--- src/rtl/flash_status_pkg.sv ---
package flash_status_pkg;
  typedef struct packed {
    logic setWel;
    logic clrWel;
    logic loadStatus;
  } statusStrobes_t;

  localparam int STATUS_W = 8;
  localparam int BIT_BUSY = 0;
  localparam int BIT_WEL  = 1;
  localparam int BIT_BP0  = 2;
  localparam int BIT_BP1  = 3;
  localparam int BIT_AAI  = 6;
  localparam int BIT_LOCK = 7;
endpackage

--- src/rtl/flash_status_ctrl.sv ---
module flash_status_ctrl
  import flash_status_pkg::*;
(
  input  logic           clk,
  input  logic           rstN,
  input  logic           cmdWren,
  input  logic           cmdWrdi,
  input  logic           cmdEwsr,
  input  logic           cmdWrsr,
  input  logic           cmdOther,
  input  logic           byteProgDone,
  input  logic           sectorEraseDone,
  input  logic           blockEraseDone,
  input  logic           chipEraseDone,
  input  logic           aaiTopReached,
  input  logic           wpN,
  input  logic           lockNow,
  output statusStrobes_t strobes
);
  logic armed;
  logic anyCmd;
  logic anyDone;

  assign anyCmd  = cmdWren | cmdWrdi | cmdEwsr | cmdWrsr | cmdOther;
  assign anyDone = byteProgDone | sectorEraseDone | blockEraseDone |
                   chipEraseDone | aaiTopReached;

  // Arm flag: set by the arm command, dropped by any other command.
  always_ff @(posedge clk) begin
    if (!rstN)        armed <= 1'b0;
    else if (cmdEwsr) armed <= 1'b1;
    else if (anyCmd)  armed <= 1'b0;
  end

  always_comb begin
    strobes.setWel     = cmdWren;
    strobes.clrWel     = cmdWrdi | anyDone;
    strobes.loadStatus = cmdWrsr & armed & (wpN | ~lockNow);
  end
endmodule

--- src/rtl/flash_status_dp.sv ---
module flash_status_dp
  import flash_status_pkg::*;
(
  input  logic                clk,
  input  logic                rstN,
  input  statusStrobes_t      strobes,
  input  logic [STATUS_W-1:0] wrData,
  input  logic                busyIn,
  input  logic                aaiIn,
  input  logic [1:0]          quarter,
  output logic [STATUS_W-1:0] statusByte,
  output logic                lockNow,
  output logic                writePermit,
  output logic                chipErasePermit
);
  logic       wel;
  logic       lock;
  logic [1:0] bp;
  logic       guarded;

  always_ff @(posedge clk) begin
    if (!rstN)                wel <= 1'b0;
    else if (strobes.clrWel)  wel <= 1'b0;
    else if (strobes.setWel)  wel <= 1'b1;
  end

  always_ff @(posedge clk) begin
    if (!rstN) begin
      lock <= 1'b0;
      bp   <= 2'b11;
    end else if (strobes.loadStatus) begin
      lock <= wrData[BIT_LOCK];
      bp   <= {wrData[BIT_BP1], wrData[BIT_BP0]};
    end
  end

  // Guarded region grows downward from the top quarter.
  always_comb begin
    unique case (bp)
      2'b00:   guarded = 1'b0;
      2'b01:   guarded = (quarter == 2'b11);
      2'b10:   guarded = quarter[1];
      default: guarded = 1'b1;
    endcase
  end

  always_comb begin
    statusByte           = '0;
    statusByte[BIT_BUSY] = busyIn;
    statusByte[BIT_WEL]  = wel;
    statusByte[BIT_BP0]  = bp[0];
    statusByte[BIT_BP1]  = bp[1];
    statusByte[BIT_AAI]  = aaiIn;
    statusByte[BIT_LOCK] = lock;
  end

  assign lockNow         = lock;
  assign writePermit     = wel & ~guarded;
  assign chipErasePermit = wel & (bp == 2'b00);
endmodule

--- src/rtl/flash_status_reg.sv ---
module flash_status_reg
  import flash_status_pkg::*;
#(
  parameter int ADDR_W   = 24,
  parameter int ARRAY_AW = 18
) (
  input  logic              clk,
  input  logic              rstN,
  input  logic              cmdWren,
  input  logic              cmdWrdi,
  input  logic              cmdEwsr,
  input  logic              cmdWrsr,
  input  logic [7:0]        wrsrData,
  input  logic              cmdOther,
  input  logic              byteProgDone,
  input  logic              sectorEraseDone,
  input  logic              blockEraseDone,
  input  logic              chipEraseDone,
  input  logic              aaiTopReached,
  input  logic              wpN,
  input  logic              busyIn,
  input  logic              aaiIn,
  input  logic [ADDR_W-1:0] addr,
  output logic [7:0]        statusByte,
  output logic              writePermit,
  output logic              chipErasePermit
);
  localparam int QTR_MSB = ARRAY_AW - 1;

  statusStrobes_t strobes;
  logic           lockNow;
  logic [1:0]     quarter;
  logic           unusedAddrBits;

  assign quarter        = addr[QTR_MSB -: 2];
  assign unusedAddrBits = ^{addr[ADDR_W-1:ARRAY_AW], addr[ARRAY_AW-3:0]};

  flash_status_ctrl u_ctrl (
    .clk             (clk),
    .rstN            (rstN),
    .cmdWren         (cmdWren),
    .cmdWrdi         (cmdWrdi),
    .cmdEwsr         (cmdEwsr),
    .cmdWrsr         (cmdWrsr),
    .cmdOther        (cmdOther),
    .byteProgDone    (byteProgDone),
    .sectorEraseDone (sectorEraseDone),
    .blockEraseDone  (blockEraseDone),
    .chipEraseDone   (chipEraseDone),
    .aaiTopReached   (aaiTopReached),
    .wpN             (wpN),
    .lockNow         (lockNow),
    .strobes         (strobes)
  );

  flash_status_dp u_dp (
    .clk             (clk),
    .rstN            (rstN),
    .strobes         (strobes),
    .wrData          (wrsrData),
    .busyIn          (busyIn),
    .aaiIn           (aaiIn),
    .quarter         (quarter),
    .statusByte      (statusByte),
    .lockNow         (lockNow),
    .writePermit     (writePermit),
    .chipErasePermit (chipErasePermit)
  );
endmodule

--- config.mk ---
export PLATFORM = sky130hd
export DESIGN_NAME = flash_status_reg
export DESIGN_NICKNAME = d
export VERILOG_FILES = /design/src/rtl/flash_status_pkg.sv /design/src/rtl/flash_status_ctrl.sv /design/src/rtl/flash_status_dp.sv /design/src/rtl/flash_status_reg.sv
export SDC_FILE = /design/constraint.sdc
export NUM_CORES = 1
export LEC_CHECK = 0
export BUFFER_PORTS_ARGS = -buffer_cell sky130_fd_sc_hd__buf_2
export CAP_MARGIN = 20
export CELL_PAD_IN_SITES_DETAIL_PLACEMENT = 1
export CELL_PAD_IN_SITES_GLOBAL_PLACEMENT = 1
export CORE_MARGIN = 2
export CORE_UTILIZATION = 12
export DETAILED_ROUTE_END_ITERATION = 7
export PLACE_DENSITY_LB_ADDON = 0.2
export SETUP_SLACK_MARGIN = 0.05
export SLEW_MARGIN = 5
export SYNTH_ARGS = -nofsm -noshare
export SYNTH_HDL_FRONTEND = slang
export SYNTH_HIERARCHICAL = 1
export SYNTH_SLANG_ARGS = --single-unit
--- constraint.sdc ---
create_clock -name clk -period 0.9 [get_ports clk]
set_input_delay 0.18 -clock clk [delete_from_list [all_inputs] [get_ports clk]]
set_output_delay 0.18 -clock clk [all_outputs]
set_load 0.01 [all_outputs]
==> flow_summary.ini, run 1 <==
[run_status]
status = complete, but fails checks
violations = negative setup slack

[route]
drt_first_iter_violations = 0
wl_per_cell_um = 8.966
viasPerCell = 3.477
drtPass1Iterations = 1
antenna_left = 0
via_count = 306
drt_wl_total_um = 789
post-route-drc-count = 0

[logic_synthesis]
synth_area_um2 = 290.3
synth.distinct_cells = 15
synth_edf_count = 0
ys_ff_latch = 5
synth_commonest_cells = buf_4 (7), dfxtp_1 (5), nand2_1 (4), mux2i_1 (3), nor2_1 (3)
syn_inst = 34
yosys-top-cells-area = dfxtp_1 (34%), buf_4 (18%), mux2i_1 (10%)
ys_seq_area_frac = 0.3448
synth.top_cell.area_share = 0.3448
avgSynthCellArea_um2 = 8.538
yosys_warnings = 6
yosysMostFrequentCell = buf_4
synthArstFlopShare = 0
yosysTopAreaCell = dfxtp_1
ys.flop_type = dfxtp_1

[global_route]
grt_usage = 0.06655
overflow = 0
grt_pass1_vias = 332
grt_pass1_wl_um = 1248
grt_antenna_before_repair = 0
grt_max_degree = 6

[layout]
syn2layout_area_growth_pct = 75.43
stdcell_count = 88
drive_gt1_frac = 0.6833
nets = 108
antenna_cells = 0

[placement]
io_buffers = 23
routabilityCongestion = 0.5955
post-dp-hpwl_um = 677.9
place_ws_ns = -0.1341
dp_cells = 83

[worst_setup_path]
cp_max_fo = 3
rr_worst_depth = 4
crit_family = compound AO/OA/AOI/OAI gates
crit_chain = a21o_1 > a221oi_2 > buf_2
cp_num_cells = 3
critPathKind = reg2out
startpoint_type = flop
cp.required_ns = 0.72
path_buf_inv = 1
worstPathArrival_ns = 1.09
cp_slowest_cell = dfxtp_2
crit_path_max_incr_delay_ns = 0.32
crit_path_end_kind = output pin

[floorplanning]
rows = 17
chipWidth_um = 53.19
boundaryPins = 57
die_h_um = 53.19
start_util = 0.1287
die-area_um2 = 2829
core_um2 = 2255

[timing]
worst_slack_ns = -0.3655
final_hold_viol_count = 0
min_period_ns = 1.266
drv_slew = 0
setup_viol = 8
skew_ns = 0.004049
timing.fmax_mhz = 790.2
grt_setup_unrepaired = yes
period_share = 1.406

[hold_path]
hp-class = in2reg
holdPathStages = 2

[clock_tree]
cts_tree = done
clockRootBuffer = clkbuf_4
clkLatencyLatePin_ns = 0.24
cts_buffers = 3
path_clk_slew_ns = 0.05
ctsHoldBuffers = 0
clock-sinks = 5
h-tree-depth = 1
clk_path_buf_depth = 2

[power]
p_leak_uw = 0.0002270
peakVddDrop_v = 0.0003392
power_density_nw_per_um2 = 1164

[run]
drv_cap = 0
## repair_timing
item,4_1_cts,5_1_grt
buffers inserted,0,1
endpoints found under the hold margin,0,0
setup endpoints to repair,9,9
pin swaps,3,2
gates resized for setup,10,3
## area by class of cell
| cell class | count | area, um^2 |
|---|---|---|
| sequential | 5 | 108.9 |
| fill | 279 | 1745 |
| timing repair buffer | 28 | 178.9 |
| tap | 28 | 35.03 |
| clock buffer | 4 | 26.28 |
| multi-input combinational | 21 | 152.6 |
| inverter | 2 | 7.507 |
## layer usage
layer | global-route usage | up-vias | share of wire
met1 | 0.06293 | 136 | 0.36
met3 | 0.02825 | 0 | 0.098
met2 | 0.1063 | 11 | 0.54
li1 | - | 159 | -
met4 | 0.06410 | 0 | 0
met5 | 0 | - | 0
## through the flow
| step | power (uW) | TNS (ns) | hold WS [ns] | util | cell area (um^2) |
|---|---|---|---|---|---|
| 2_1_floorplan | 291.3 | -0.07070 | 0.2419 | - | 300.3 |
| 3_3_place_gp | 327.9 | -0.4221 | 0.3601 | 0.1898 | 427.9 |
| 3_5_place_dp | 329.8 | -0.4418 | 0.3601 | 0.1898 | 427.9 |
| 4_1_cts | 616.5 | -1.027 | 0.1413 | 0.2192 | 494.2 |
| 5_1_grt | 638.1 | -1.407 | 0.1497 | 0.2259 | 509.2 |
| 6_report | 592.7 | -0.9170 | 0.1532 | 0.2259 | 509.2 |
## worst register-to-register path, delay by kind of cell (launching register included)
kind | cells | cell delay [ns]
AOI/OAI and AO/OA | 1 | 0.18
muxes | 1 | 0.21
and+or+nand+nor | 2 | 0.12
DFF | 1 | 0.32
## flip-flops by register name, summed over array words and instances (netlist names)
| name | flops |
|---|---|
| u_ctrl/armed | 1 |
| u_dp/lockNow | 1 |
| u_dp/bp | 2 |
| u_dp/wel | 1 |
## kinds of logic (layout without fill, tap and decap cells)
family,count (synthesis),after routing,share of synthesized area
other cells,1,2,0.01292
flops,5,5,0.3448
buf+inv,9,34,0.2069
compound gates,4,4,0.1293
simple gates,12,12,0.2026
mux,3,3,0.1035
## power breakdown
group | total, uW | switching [uW] | internal, uW
logic | 96.5 | 40.2 | 56.3
registers | 237 | 7.23 | 229
clock network | 260 | 92.0 | 168
## path summary, 6_finish.rpt
path,end,slack [ns],from
min,u_ctrl/armed,0.15,cmdEwsr
max,writePermit,-0.37,u_dp/bp[1]
min reg2reg,u_dp/bp[1],0.48,u_dp/bp[1]
max reg2reg,u_dp/bp[0],-0.05,u_ctrl/armed
## cell usage in the layout (no fill, tap or decap), drive strengths merged
cell type  count
buf           28
nor3b          2
nor2           3
mux2i          3
a32o           1
dfxtp          5
a21oi          1
inv            2
conb           2
nor3           1
a221oi         1
nor2b          1
clkbuf         4
nor4           1
a21o           1
nand2          4
Power figures use the tool's default switching activity.
==> run 2, diff against run 1 <==
--- a/config.mk
+++ b/config.mk
@@ -13,6 +13,7 @@
 export CORE_UTILIZATION = 12
 export DETAILED_ROUTE_END_ITERATION = 7
 export PLACE_DENSITY_LB_ADDON = 0.2
+export REMOVE_ABC_BUFFERS = 1
 export SETUP_SLACK_MARGIN = 0.05
 export SLEW_MARGIN = 5
 export SYNTH_ARGS = -nofsm -noshare
==> run 2 against run 1 <==
  * The run still ends with negative setup slack left
  * Final cell count increased by 3.4%
  * Register-to-register slack got worse by 0.05 ns
  * Die area unchanged
  * Final area increased by 5.7%
  * Setup slack improved by 0.012 ns
  * Combinational power increased by 15%
  * Sequential power about the same
  * Wire length increased by 3.5%
  * Largest cell class unchanged
==> flow_summary.ini, run 2 (synthesis gave the netlist of run 1 again) <==
[run_status]
status = complete, but fails checks
violations = negative setup slack

[worst_setup_path]
path_buf_inv = 1
cp_max_fo = 3
regToRegSetupSlack_ns = -0.10
critPathLaunch = u_dp/bp[1]
crit_family = compound AO/OA/AOI/OAI gates
cp.required_ns = 0.72
worstPathArrival_ns = 1.07
cp_slowest_cell = dfxtp_2
critPathKind = reg2out
startpoint_type = flop
r2r-start = u_ctrl/armed
crit_path_end_kind = output pin
crit_path_max_incr_delay_ns = 0.32
crit_chain = a21o_1 > a221oi_2 > buf_2

[layout]
syn2layout_area_growth_pct = 85.35
largest_reg_flops = 2
nets = 111
final_cell_mix = buf_2 (19), buf_6 (8), buf_4 (4), dfxtp_2 (4)
post-route-util = 0.2386
antenna_cells = 0
layout_commonest_cell = buf_2
drive_gt1_frac = 0.6825
largest-register = u_dp/bp
fillers = 286

[global_route]
grt_usage = 0.06529
grt_pass1_wl_um = 1235
grt_pass1_vias = 304
overflow = 0
grt_max_degree = 6
grt_antenna_before_repair = 0

[route]
via_count = 324
post-route-drc-count = 0
wl_per_cell_um = 8.978
drt_wl_total_um = 817
viasPerCell = 3.560
antenna_left = 0
drtPass1Iterations = 1
drt_first_iter_violations = 0

[placement]
io_buffers = 23
routabilityCongestion = 0.6187
post-dp-hpwl_um = 718.1

[power]
p_leak_uw = 0.0002454
p_int_uw = 465.4
clkPwrFrac = 0.419
power_switching_share = 0.2212
peakVddDrop_v = 0.0003574
combPwrFrac = 0.186
power_density_nw_per_um2 = 1111
seq_power_share = 0.395
p_sw_uw = 132.2

[hold_path]
hp-class = in2reg
min-delay-start = cmdEwsr

[timing]
skew_ns = 0.0003270
whs_ns = 0.1597
timing.fmax_mhz = 798.0
min_period_ns = 1.253
period_share = 1.392
final_hold_viol_count = 0
worst_slack_ns = -0.3531
setup_viol = 9
drv_slew = 0
grt_setup_unrepaired = yes

[floorplanning]
start_util = 0.1287
rows = 17
die_h_um = 53.19
core_um2 = 2255
boundaryPins = 57
chipWidth_um = 53.19
die-area_um2 = 2829

[clock_tree]
clockRootBuffer = clkbuf_4
clock-sinks = 5
cts_tree = done
cts_buffers = 3
clkLatencyLatePin_ns = 0.23
h-tree-depth = 1
clk_path_buf_depth = 2
path_clk_slew_ns = 0.04

[run]
drv_cap = 0
==> run 2: cell count changes in the layout (fill, tap and decap cells not counted), sizes merged <==
cell  previous run  this run
buf             28        31
==> run 2: per-stage QoR <==
step | power (uW) | std cells | setup slack (ns) | setup TNS, ns | cell area, um^2
after floorplan | 268.0 | 28 | -0.1002 | -0.4250 | 241.5
after global routing | 639.9 | 91 | -0.4236 | -1.592 | 538.0
after CTS | 610.7 | 92 | -0.3745 | -1.309 | 516.7
after global placement | 337.7 | 87 | -0.1168 | -0.4932 | 451.7
final | 597.6 | 91 | -0.3531 | -1.096 | 538.0
after detailed placement | 339.7 | 87 | -0.1211 | -0.5673 | 451.7
==> run 2: worst paths after layout <==
check	to	cells after the start
max	writePermit	3
min	u_ctrl/armed	2
max reg2reg	u_dp/lockNow	5
min reg2reg	u_ctrl/armed	2
==> run 2: worst reg2reg max path, stage by stage (launching register included) <==
cell and delay [ns]:
dfxtp_2 0.33, nand2_2 0.05, a21oi_2 0.10, buf_4 0.14
mux2i_1 0.20, nor2b_1 0.06
==> run 2: power by group through the flow <==
stage | clock (uW) | sequential [uW] | combinational, uW
2_1_floorplan | 0 | 242 | 26.2
3_3_place_gp | 0 | 239 | 99.0
3_5_place_dp | 0 | 239 | 101
4_1_cts | 265 | 236 | 110
5_1_grt | 278 | 237 | 124
6_report | 250 | 236 | 111
==> run 2: cell type report <==
class                           instances  area (um^2)  area share
Multi-Input combinational cell         21        145.1      0.2698
Timing Repair Buffer                   31        215.2      0.4000
Clock buffer                            4        26.28     0.04884
Inverter                                2        7.507     0.01395
Tap cell                               28        35.03     0.06512
Sequential cell                         5        108.9      0.2023
==> run 2: metal layers <==
metal	routed length, um	GRT usage
met1	370	0.07288
met2	281	0.08333
met3	153	0.03672
met4	11	0.06410
met5	0	0
==> run 2: timing repair <==
item	in CTS	in global routing
hold buffers	0	0
gates resized for setup	9	8
buffers inserted	1	0
cloned	0	0
pin swaps	3	2
endpoints found under the hold margin	0	0
endpoints found under the setup margin	9	10
